<file path="src/rtl/mwr_pkg.sv">
package mwr_pkg;

  typedef enum logic [2:0] {
    ST_IDLE,
    ST_SETUP,
    ST_CMD,
    ST_READ,
    ST_TAIL
  } mwr_state_e;

  localparam logic       START_BIT = 1'b1;
  localparam logic [1:0] READ_OP   = 2'b10;

endpackage

</file>
<file path="src/rtl/mwr_phase_timer.sv">
module mwr_phase_timer #(
  parameter int HI_CYC = 40,
  parameter int LO_CYC = 14
) (
  input  logic clk,
  input  logic rst,
  input  logic run,
  input  logic restart,
  input  logic load_hi,
  output logic tick
);
  localparam int MAX_CYC = (HI_CYC > LO_CYC) ? HI_CYC : LO_CYC;
  localparam int CW      = $clog2(MAX_CYC + 1);

  logic [CW-1:0] cnt_q;

  always_ff @(posedge clk) begin
    if (rst) begin
      cnt_q <= '0;
    end else if (restart) begin
      cnt_q <= CW'(LO_CYC - 1);
    end else if (run) begin
      if (cnt_q == '0) begin
        cnt_q <= load_hi ? CW'(HI_CYC - 1) : CW'(LO_CYC - 1);
      end else begin
        cnt_q <= cnt_q - CW'(1);
      end
    end
  end

  assign tick = run && !restart && (cnt_q == '0);
endmodule

</file>
<file path="src/rtl/mwr_cmd_shifter.sv">
module mwr_cmd_shifter #(
  parameter int W = 9
) (
  input  logic         clk,
  input  logic         rst,
  input  logic         load,
  input  logic [W-1:0] load_val,
  input  logic         shift,
  output logic         bit_now,
  output logic         bit_next
);
  logic [W-1:0] sh_q;

  always_ff @(posedge clk) begin
    if (rst) begin
      sh_q <= '0;
    end else if (load) begin
      sh_q <= load_val;
    end else if (shift) begin
      sh_q <= {sh_q[W-2:0], 1'b0};
    end
  end

  assign bit_now  = sh_q[W-1];
  assign bit_next = sh_q[W-2];
endmodule

</file>
<file path="src/rtl/mwr_rx_shifter.sv">
module mwr_rx_shifter #(
  parameter int DATA_W = 16
) (
  input  logic              clk,
  input  logic              rst,
  input  logic              shift,
  input  logic              din,
  output logic [DATA_W-1:0] word_next
);
  logic [DATA_W-2:0] q;

  always_ff @(posedge clk) begin
    if (rst) begin
      q <= '0;
    end else if (shift) begin
      q <= {q[DATA_W-3:0], din};
    end
  end

  assign word_next = {q, din};
endmodule

</file>
<file path="src/rtl/mw_eeprom_reader.sv">
module mw_eeprom_reader
  import mwr_pkg::*;
#(
  parameter int ADDR_W = 6,
  parameter int DATA_W = 16,
  parameter int CNT_W  = 8,
  parameter int HI_CYC = 40,
  parameter int LO_CYC = 14
) (
  input  logic              clk,
  input  logic              rst,
  input  logic              start_i,
  input  logic [ADDR_W-1:0] start_addr_i,
  input  logic [CNT_W-1:0]  count_i,
  output logic              cs_o,
  output logic              sk_o,
  output logic              sdo_o,
  input  logic              sdi_i,
  output logic              word_valid_o,
  output logic [DATA_W-1:0] word_o,
  output logic              done_o
);
  localparam int CMD_LEN = 3 + ADDR_W;
  localparam int RD_LEN  = DATA_W + 1;
  localparam int BIT_W   = $clog2(CMD_LEN + RD_LEN);

  mwr_state_e        state_q;
  logic [CNT_W-1:0]  left_q;
  logic [ADDR_W-1:0] addr_q;
  logic [BIT_W-1:0]  bitc_q;

  logic tick, launch, end_hi, last_word, last_cmd, last_rd;
  logic cmd_load, cmd_shift, bit_now, bit_next, rx_shift;
  logic [ADDR_W-1:0]  next_addr;
  logic [CMD_LEN-1:0] cmd_val;
  logic [DATA_W-1:0]  word_next;

  assign launch    = (state_q == ST_IDLE) && start_i && (count_i != '0);
  assign end_hi    = tick && sk_o;
  assign last_word = (left_q == CNT_W'(1));
  assign last_cmd  = (bitc_q == BIT_W'(CMD_LEN - 1));
  assign last_rd   = (bitc_q == BIT_W'(RD_LEN - 1));
  assign next_addr = launch ? start_addr_i : (addr_q + ADDR_W'(1));
  assign cmd_val   = {START_BIT, READ_OP, next_addr};
  assign cmd_load  = launch || ((state_q == ST_TAIL) && end_hi && !last_word);
  assign cmd_shift = (state_q == ST_CMD) && end_hi && !last_cmd;
  assign rx_shift  = (state_q == ST_READ) && end_hi;

  mwr_phase_timer #(
    .HI_CYC (HI_CYC),
    .LO_CYC (LO_CYC)
  ) u_timer (
    .clk     (clk),
    .rst     (rst),
    .run     (state_q != ST_IDLE),
    .restart (launch),
    .load_hi (!sk_o && !launch),
    .tick    (tick)
  );

  mwr_cmd_shifter #(
    .W (CMD_LEN)
  ) u_cmd (
    .clk      (clk),
    .rst      (rst),
    .load     (cmd_load),
    .load_val (cmd_val),
    .shift    (cmd_shift),
    .bit_now  (bit_now),
    .bit_next (bit_next)
  );

  mwr_rx_shifter #(
    .DATA_W (DATA_W)
  ) u_rx (
    .clk       (clk),
    .rst       (rst),
    .shift     (rx_shift),
    .din       (sdi_i),
    .word_next (word_next)
  );

  always_ff @(posedge clk) begin
    if (rst) begin
      state_q      <= ST_IDLE;
      left_q       <= '0;
      addr_q       <= '0;
      bitc_q       <= '0;
      cs_o         <= 1'b0;
      sk_o         <= 1'b0;
      sdo_o        <= 1'b0;
      word_valid_o <= 1'b0;
      word_o       <= '0;
      done_o       <= 1'b0;
    end else begin
      word_valid_o <= 1'b0;
      done_o       <= 1'b0;
      if (state_q == ST_IDLE) begin
        if (start_i) begin
          if (count_i == '0) begin
            done_o <= 1'b1;
          end else begin
            state_q <= ST_SETUP;
            cs_o    <= 1'b1;
            addr_q  <= start_addr_i;
            left_q  <= count_i;
          end
        end
      end else if (tick) begin
        if (!sk_o) begin
          sk_o <= 1'b1;
        end else begin
          sk_o <= 1'b0;
          case (state_q)
            ST_SETUP: begin
              state_q <= ST_CMD;
              bitc_q  <= '0;
              sdo_o   <= bit_now;
            end
            ST_CMD: begin
              if (last_cmd) begin
                state_q <= ST_READ;
                bitc_q  <= '0;
                sdo_o   <= 1'b0;
              end else begin
                bitc_q  <= bitc_q + BIT_W'(1);
                sdo_o   <= bit_next;
              end
            end
            ST_READ: begin
              if (last_rd) begin
                state_q      <= ST_TAIL;
                cs_o         <= 1'b0;
                word_valid_o <= 1'b1;
                word_o       <= word_next;
              end else begin
                bitc_q <= bitc_q + BIT_W'(1);
              end
            end
            ST_TAIL: begin
              if (last_word) begin
                state_q <= ST_IDLE;
                done_o  <= 1'b1;
              end else begin
                left_q  <= left_q - CNT_W'(1);
                addr_q  <= next_addr;
                state_q <= ST_SETUP;
                cs_o    <= 1'b1;
              end
            end
            default: state_q <= ST_IDLE;
          endcase
        end
      end
    end
  end
endmodule

</file>
<file path="config.mk">
export PLATFORM = sky130hd
export DESIGN_NAME = mw_eeprom_reader
export DESIGN_NICKNAME = d
export VERILOG_FILES = /design/src/rtl/mwr_pkg.sv /design/src/rtl/mwr_phase_timer.sv /design/src/rtl/mwr_cmd_shifter.sv /design/src/rtl/mwr_rx_shifter.sv /design/src/rtl/mw_eeprom_reader.sv
export SDC_FILE = /design/constraint.sdc
export NUM_CORES = 1
export LEC_CHECK = 0
export BUFFER_PORTS_ARGS = -buffer_cell sky130_fd_sc_hd__buf_2
export CAP_MARGIN = 20
export CORE_ASPECT_RATIO = 0.75
export CORE_MARGIN = 5
export CORE_UTILIZATION = 60
export DETAILED_ROUTE_END_ITERATION = 10
export GPL_TIMING_DRIVEN = 0
export PLACE_DENSITY = 0.81
export REMOVE_ABC_BUFFERS = 1
export SLEW_MARGIN = 5
export SYNTH_ARGS = -nofsm -noshare
export SYNTH_HDL_FRONTEND = slang
export SYNTH_SLANG_ARGS = --single-unit
</file>
<file path="constraint.sdc">
create_clock -name clk -period 6 [get_ports clk]
set_clock_uncertainty 0.05 [all_clocks]
set_input_delay 0.9 -clock clk [delete_from_list [all_inputs] [get_ports clk]]
set_output_delay 0.9 -clock clk [all_outputs]
set_load 0.03 [all_outputs]
</file>
==> impl_table.tex, run 1 <==
\begin{tabular}{lr}
\hline
Metric & Value \\
\hline
\multicolumn{2}{l}{\textbf{GRT}} \\
Via count of the first global-routing pass & 2843 \\
First-pass GRT wire length & 13400 um \\
Overall global routing resource usage & 21.1\% \\
Gr ovfl total & 0 \\
Pin count of the biggest net entering global routing & 47 \\
Antenna violations before repair & 0 \\
\multicolumn{2}{l}{\textbf{Clocking}} \\
Num Clock Sinks & 73 \\
Skew-Pair Late Insertion Delay & approximately 0.35 ns \\
Clock root buffer & sky130\_fd\_sc\_hd\_\_clkbuf\_8 \\
Clk slew on worst S/H paths & around 0.080 ns \\
Clock buffers created by TritonCTS & 9 \\
CTS tree & yes \\
Hold-fix buffers, CTS & 0 \\
Number of gates resized after CTS & 0 \\
Maximum buffer depth of the clock tree & 2 \\
Post CTS Setup Buffer Count & 0 \\
Deepest level of the CTS H-tree & 3 \\
\multicolumn{2}{l}{\textbf{Critical path}} \\
CP Class & flip-flop to flip-flop \\
Critical Path Source Type & flip-flop \\
Critical path arrival & 3.16 ns \\
Sort of element at the end of the critical path & flip-flop \\
Largest fanout on the critical path & 17 \\
Worst EP required & 6.19 ns \\
\multicolumn{2}{l}{\textbf{Finish}} \\
Combined area of the multi-input logic cells & 1930 um2 \\
Final cell count without fillers & 516 \\
Utilization after layout & between 60 and 70\% \\
Share of layout cells above drive strength 1 & 16.7\% \\
Fillers & about 500 \\
Final Instance Area & 3970 um2 \\
Layout overhead on the synthesized area & 12.0\% \\
Diodes inserted & 0 \\
Most frequent standard cell in the layout excluding fill and tap cells & sky130\_fd\_sc\_hd\_\_dfxtp\_1 \\
Highest-count cells in the layout ignoring fill and taps & sky130\_fd\_sc\_hd\_\_dfxtp\_1, sky130\_fd\_sc\_hd\_\_nor2\_1, sky130\_fd\_sc\_hd\_\_mux2i\_1, sky130\_fd\_sc\_hd\_\_buf\_2, sky130\_fd\_sc\_hd\_\_nand2\_1 \\
Register Area & 1460 um2 \\
Nets & 458 \\
\multicolumn{2}{l}{\textbf{Floorplanning}} \\
Die Wd & 98.7 um \\
Core Footprint & approximately 5800 um2 \\
Number of placed I/O pins & 39 \\
Die Span Y & 76.5 um \\
Die ar. & 7560 um2 \\
Starting utilization of the core area & between 60\% and 70\% \\
Row count & 24 \\
\multicolumn{2}{l}{\textbf{Timing}} \\
Hold violation total from the final report & 0 \\
Unrepaired setup endpoints after global routing & false \\
Worst-margin pin slew & approximately 1.1 ns \\
Post-layout min period & 2.97 ns \\
Post-route fraction of the period consumed by the critical path & 49.6\% \\
Accumulated negative setup slack & 0 ns \\
Achievable Freq & $\sim$0.34 GHz \\
Final setup violation count & 0 \\
Max-slew violations & 0 \\
Relative slew slack & around 29\% \\
\multicolumn{2}{l}{\textbf{Power}} \\
Total power per unit cell area & about 280 nW/um2 \\
Maximum ir drop on the vdd rail & 183 uV \\
Clock network power share & 36.3\% \\
Fraction of power spent switching nets & 30.0\% \\
Static Leak & around 1.8 nW \\
Internal power & $\sim$0.0008 W \\
Part of the power in combinational logic & about 16\% \\
Switching power of the nets & 0.000337 W \\
Share of power burned in registers & 47.7\% \\
Total power & about 0.0011 W \\
\multicolumn{2}{l}{\textbf{Route}} \\
Initial DRT Pass Iterations & 4 \\
Post-detailed-route DRC marker count & 0 \\
Total via count after detailed routing & 3004 \\
Detailed router's first-iteration violation count & 186 \\
Wire length per cell & between 10 and 15 um \\
Detail Route Antenna Nets & 0 \\
Total wirelength of the detailed-routed design & 7470 um \\
Vias per cell & 5.82 \\
\multicolumn{2}{l}{\textbf{Yosys}} \\
Mapped Area & 3540 um2 \\
Fraction of the yosys area taken by sequential cells & 41.3\% \\
Distinct cell type count after synthesis & 56 \\
Top flip-flop cell by instance count after synthesis & sky130\_fd\_sc\_hd\_\_dfxtp\_1 \\
Avg Cell Area, Syn & a little under 9 um2 \\
Mapped Cells & 403 \\
Register bit count reported by yosys & 73 \\
Proportion of register bits with asynchronous set or reset after synthesis & 0\% \\
Count of flip-flops with a built-in enable after synthesis & 0 \\
Count of warnings emitted by yosys & 0 \\
\multicolumn{2}{l}{\textbf{Status}} \\
Status & finished, final reports clean \\
\multicolumn{2}{l}{\textbf{Place}} \\
Post-Place Cells & 500 \\
DP Area & approximately 3800 um2 \\
Final RePlAce weighted congestion & 0.851 \\
Total half-perimeter wirelength after legalization and detailed placement & 5270 um \\
Count of port buffers added during placement & 38 \\
\multicolumn{2}{l}{\textbf{Flow run}} \\
Total of max-cap violations & 0 \\
\multicolumn{2}{l}{\textbf{Worst hold path}} \\
Min-Delay Path Class & flip-flop to flip-flop \\
\hline
\end{tabular}
per-stage QoR:
step,setup WS (ns),hold WS (ns)
2_1_floorplan,3.23,0.388
3_3_place_gp,2.75,0.403
3_5_place_dp,2.90,0.418
4_1_cts,3.03,0.432
5_1_grt,2.82,0.449
6_report,3.03,0.428
critical path, cell delays in order (launching register included):
cell,delay [ns]
sky130_fd_sc_hd__dfxtp_1,0.35
sky130_fd_sc_hd__nor3_1,0.52
sky130_fd_sc_hd__and3_1,0.56
sky130_fd_sc_hd__nand3_1,0.86
sky130_fd_sc_hd__mux2i_1,0.45
sky130_fd_sc_hd__nor2_1,0.06
registers in the layout (all words and copies together) (netlist names), 3 cells and up:
name / count
addr_q: 6
u_rx.q: 15
u_cmd.sh_q: 9
word_o: 16
bitc_q: 5
u_timer.cnt_q: 6
state_q: 3
left_q: 8
path summary, 6_finish.rpt:
kind	end	cells after the start	startpoint	slack [ns]
setup reg to reg	word_o[10]$_SDFFE_PP0P_	5	u_timer.cnt_q[3]$_SDFFE_PP0P_	3.03
hold reg to reg	addr_q[5]$_SDFFE_PP0P_	2	addr_q[5]$_SDFFE_PP0P_	0.43
hold / removal	addr_q[5]$_SDFFE_PP0P_	2	addr_q[5]$_SDFFE_PP0P_	0.43
setup / recovery	word_o[10]$_SDFFE_PP0P_	5	u_timer.cnt_q[3]$_SDFFE_PP0P_	3.03
synthesized netlist by cell type, drive strengths merged (5+ instances only):
cell type,number,area share [%]
a2111oi,5,1.6
a211oi,6,1.3
a21oi,29,4.8
buf,10,2.1
clkbuf,11,1.2
dfxtp,73,41
ha,7,2.5
inv,9,0.95
mux2i,40,11
nand2,32,3.6
nand2b,6,1.1
nand3,11,1.6
nor2,68,7.2
nor3,15,2.1
nor4,6,1.1
o21ai,17,2.5
xnor2,9,2.2
layout make-up:
class                      instances  area share (%)
clock buffer                      10            3.47
clock inverter                     6            1.89
inverter                           9           0.852
multi-input combinational        299            48.6
sequential                        73            36.8
tap                               78            2.46
timing repair buffer              41            5.87
cell families (layout without fill, tap and decap cells):
group,count (synthesis),count (layout),synth area share [%]
AND/OR/NAND/NOR,160,160,21.2
AO/OA/AOI/OAI,79,79,16.0
flip-flops,73,73,41.3
multiplexers,41,41,11.6
buffers and inverters,31,66,4.45
XOR/XNOR,12,12,2.97
adder cells (fa/ha/maj),7,7,2.47
layer usage:
metal	vias up	share of wire [%]	GRT usage (%)
li1	1491	-	-
met1	1443	48	28.6
met2	64	46	33.5
met3	6	5.0	5.22
met4	0	0.83	5.73
met5	-	0	0
power by group through the flow:
stage	clock network, W	registers [W]	logic [W]
global placement	0	0.000544	0.000167
finish	0.000407	0.000535	0.000180
floorplan	0	0.000542	0.000124
CTS	0.000414	0.000534	0.000179
detailed placement	0	0.000546	0.000178
global route	0.000437	0.000539	0.000203
No activity file was read; power rests on OpenSTA's default activity.
==> inputs of run 2 (changes only) <==
--- a/config.mk
+++ b/config.mk
@@ -9,10 +9,10 @@
 export CAP_MARGIN = 20
 export CORE_ASPECT_RATIO = 0.75
 export CORE_MARGIN = 5
-export CORE_UTILIZATION = 60
+export CORE_UTILIZATION = 58
 export DETAILED_ROUTE_END_ITERATION = 10
 export GPL_TIMING_DRIVEN = 0
-export PLACE_DENSITY = 0.81
+export PLACE_DENSITY = 0.79
 export REMOVE_ABC_BUFFERS = 1
 export SLEW_MARGIN = 5
 export SYNTH_ARGS = -nofsm -noshare
==> constraint.sdc (replaced) <==
create_clock -name clk -period 3 [get_ports clk]
set_clock_uncertainty 0.05 [all_clocks]
set_input_delay 0.45 -clock clk [delete_from_list [all_inputs] [get_ports clk]]
set_output_delay 0.45 -clock clk [all_outputs]
set_load 0.03 [all_outputs]
==> run 2 against run 1 <==
Via count fell by 1.3%. Global-route usage fell by 0.39 points. Fmax rose by 11%. Critical endpoint is now left_q[0]$_SDFFE_PP0P_. Sequential power rose by 100%. Die area rose by 3.0%.
==> impl_table.tex, run 2 (same netlist as run 1, synthesis figures left out) <==
\begin{tabular}{lr}
\hline
Metric & Value \\
\hline
\multicolumn{2}{l}{\textbf{Status}} \\
Status & finished, final reports clean \\
\multicolumn{2}{l}{\textbf{GRT}} \\
Overall global routing resource usage & 20.7\% (-0.39 points) \\
Gr ovfl total & 0 (unchanged) \\
Antenna violations before repair & 0 (unchanged) \\
First-pass GRT wire length & 13200 um (-1.4\%) \\
Via count of the first global-routing pass & 2785 (-2.0\%) \\
Pin count of the biggest net entering global routing & 46 (-2.1\%) \\
\multicolumn{2}{l}{\textbf{Clocking}} \\
Clk slew on worst S/H paths & 0.08 ns (about the same) \\
Post CTS Setup Buffer Count & 0 (unchanged) \\
Deepest level of the CTS H-tree & 3 (unchanged) \\
Maximum buffer depth of the clock tree & 2 (unchanged) \\
Number of gates resized after CTS & 0 (unchanged) \\
Hold-fix buffers, CTS & 0 (unchanged) \\
Num Clock Sinks & 73 (unchanged) \\
Clock root buffer & sky130\_fd\_sc\_hd\_\_clkbuf\_8 \\
Clock buffers created by TritonCTS & 9 (unchanged) \\
CTS tree & yes \\
Skew-Pair Late Insertion Delay & 0.35 ns (about the same) \\
\multicolumn{2}{l}{\textbf{Place}} \\
Final RePlAce weighted congestion & 0.868 (+2.1\%) \\
Count of port buffers added during placement & 38 (unchanged) \\
Post-Place Cells & 500 (unchanged) \\
Setup slack after placement & 0.131 ns (-2.77 ns) \\
Total half-perimeter wirelength after legalization and detailed placement & 5400 um (+2.6\%) \\
\multicolumn{2}{l}{\textbf{Finish}} \\
Layout overhead on the synthesized area & 11.7\% \\
Max FFs per register & 16 (unchanged) \\
Largest registers in the final layout & word\_o x16, u\_rx.q x15, u\_cmd.sh\_q x9 \\
Final cell count without fillers & 516 (unchanged) \\
Highest-count cells in the layout ignoring fill and taps & sky130\_fd\_sc\_hd\_\_dfxtp\_1, sky130\_fd\_sc\_hd\_\_nor2\_1, sky130\_fd\_sc\_hd\_\_mux2i\_1, sky130\_fd\_sc\_hd\_\_buf\_2, sky130\_fd\_sc\_hd\_\_nand2\_1 \\
Register with the most flip-flops & word\_o \\
Nets & 458 (unchanged) \\
Diodes inserted & 0 (unchanged) \\
Combined area of the multi-input logic cells & 1930 um2 (+0.26\%) \\
Most frequent standard cell in the layout excluding fill and tap cells & sky130\_fd\_sc\_hd\_\_dfxtp\_1 \\
Share of layout cells above drive strength 1 & 16.9\% (+0.23 points) \\
Register Area & 1460 um2 (unchanged) \\
Fillers & 510 (+1.8\%) \\
\multicolumn{2}{l}{\textbf{Route}} \\
Initial DRT Pass Iterations & 4 (unchanged) \\
Detail Route Antenna Nets & 0 (unchanged) \\
Detailed router's first-iteration violation count & 212 (+14\%) \\
Wire length per cell & 14.8 um (+2.5\%) \\
Vias per cell & 5.75 (-1.3\%) \\
Total wirelength of the detailed-routed design & 7650 um (+2.5\%) \\
Total via count after detailed routing & 2965 (-1.3\%) \\
Post-detailed-route DRC marker count & 0 (unchanged) \\
\multicolumn{2}{l}{\textbf{Floorplanning}} \\
Core Footprint & 5890 um2 (+2.1\%) \\
Die Span Y & 77.7 um (+1.5\%) \\
Die ar. & 7790 um2 (+3.0\%) \\
Row count & 24 (unchanged) \\
Number of placed I/O pins & 39 (unchanged) \\
Die Wd & 100 um (+1.5\%) \\
Starting utilization of the core area & 60.2\% (-1.3 points) \\
\multicolumn{2}{l}{\textbf{Critical path}} \\
Destination of the critical timing path & left\_q[0]\$\_SDFFE\_PP0P\_ \\
Critical path arrival & 2.90 ns (-0.26 ns) \\
Sort of element at the end of the critical path & flip-flop \\
Critical Path Source Type & flip-flop \\
Stages on worst setup path & 5 (unchanged) \\
Cell depth of the worst flop-to-flop path & 5 (unchanged) \\
Largest fanout on the critical path & 16 (-1) \\
Worst path buffer plus inverter count & 0 (unchanged) \\
Reg-to-reg startpoint & state\_q[2]\$\_SDFFE\_PP0P\_ \\
R2r endpoint & left\_q[0]\$\_SDFFE\_PP0P\_ \\
Slack of the worst reg-to-reg path & 0.31 ns (-2.71 ns) \\
Top delay family on crit path & compound AO/OA/AOI/OAI gates \\
Worst EP required & 3.21 ns (-2.98 ns) \\
Start point of the critical path & state\_q[2]\$\_SDFFE\_PP0P\_ \\
CP max stage cell & sky130\_fd\_sc\_hd\_\_or4b\_2 \\
Worst path most repeated cell & sky130\_fd\_sc\_hd\_\_o21ai\_0 \\
Cell Chain, Critical Path & or4b\_2 > a21o\_1 > o21ai\_0 > o21ai\_0 > a221oi\_1 \\
CP Class & flip-flop to flip-flop \\
Delay of the slowest cell on the worst path & 0.79 ns (-0.07 ns) \\
\multicolumn{2}{l}{\textbf{Worst hold path}} \\
Min-Delay Path Class & primary input to flip-flop \\
\multicolumn{2}{l}{\textbf{Power}} \\
Total power & 0.00221 W (+97\%) \\
Total power per unit cell area & 558 nW/um2 (+97\%) \\
Maximum ir drop on the vdd rail & 320 uV (+75\%) \\
Static Leak & 1.81 nW (-0.35\%) \\
\multicolumn{2}{l}{\textbf{Timing}} \\
Post-route fraction of the period consumed by the critical path & 89.5\% (+40 points) \\
Worst-margin pin slew & 0.841 ns (-0.227 ns) \\
Max-slew violations & 0 (unchanged) \\
Relative slew slack & 43.8\% (+15 points) \\
Post-layout min period & 2.69 ns (-0.288 ns) \\
Unrepaired setup endpoints after global routing & false \\
Achievable Freq & 0.372 GHz (+11\%) \\
Minimum setup slack in the final design & 0.315 ns (-2.71 ns) \\
Hold violation total from the final report & 0 (unchanged) \\
Final setup violation count & 0 (unchanged) \\
\multicolumn{2}{l}{\textbf{Flow run}} \\
Total of max-cap violations & 0 (unchanged) \\
\hline
\end{tabular}
-- run 2: changes by cell type in the layout (fill, tap and decap cells not counted) --
cell                       previous run  this run
sky130_fd_sc_hd__nand3_1             11        10
sky130_fd_sc_hd__inv_6                1         2
sky130_fd_sc_hd__inv_8                1         0
sky130_fd_sc_hd__clkinv_2             0         1
sky130_fd_sc_hd__buf_6                0         1
sky130_fd_sc_hd__buf_8                1         0
sky130_fd_sc_hd__clkbuf_8            10         9
sky130_fd_sc_hd__nand3_2              0         1
-- run 2: final cells by class --
| class | count | share of cell area [%] |
|---|---|---|
| Clock buffer | 9 | 3.13 |
| Clock inverter | 7 | 1.96 |
| Inverter | 9 | 0.854 |
| Sequential cell | 73 | 36.9 |
| Tap cell | 78 | 2.47 |
| Timing Repair Buffer | 41 | 5.79 |
| Multi-Input combinational cell | 299 | 48.9 |
-- run 2: metrics by stage --
step / util, % / setup TNS [ns] / instance area, um2 / hold slack [ns]
2_1_floorplan: - / 0 / 3420 / 0.388
3_3_place_gp: 63.0 / -1.36 / 3710 / 0.403
3_5_place_dp: 63.7 / 0 / 3750 / 0.411
4_1_cts: 67.1 / 0 / 3950 / 0.279
5_1_grt: 67.2 / 0 / 3960 / 0.297
6_report: 67.2 / 0 / 3960 / 0.292
-- run 2: metal layers --
layer | track usage (%) | part of all wire (%) | up-vias
met4 | 4.17 | 0.89 | 0
met5 | 0 | 0 | -
li1 | - | - | 1481
met3 | 6.54 | 5.6 | 8
met1 | 28.1 | 48 | 1400
met2 | 32.6 | 46 | 76
-- run 2: worst min path at each step --
stage	cells past startpoint	start	slack, ns	endpoint
5_1_grt	3	sdi_i	0.30	u_rx.q[0]$_SDFFE_PP0P_
6_report	3	sdi_i	0.29	u_rx.q[0]$_SDFFE_PP0P_
3_5_place_dp	2	addr_q[5]$_SDFFE_PP0P_	0.41	addr_q[5]$_SDFFE_PP0P_
4_1_cts	3	sdi_i	0.28	u_rx.q[0]$_SDFFE_PP0P_
2_1_floorplan	2	addr_q[5]$_SDFFE_PP0P_	0.39	addr_q[5]$_SDFFE_PP0P_
3_3_place_gp	2	addr_q[5]$_SDFFE_PP0P_	0.40	addr_q[5]$_SDFFE_PP0P_
-- run 2: tightest hold or removal path, stage by stage --
cell and delay [ns]:
sky130_fd_sc_hd__buf_2 0.09, sky130_fd_sc_hd__mux2i_1 0.06, sky130_fd_sc_hd__nor2_1 0.07
-- run 2: power breakdown --
part	internal, W	switching (W)
logic	0.000136	0.000225
clock network	0.000391	0.000386
registers	0.00102	0.0000539
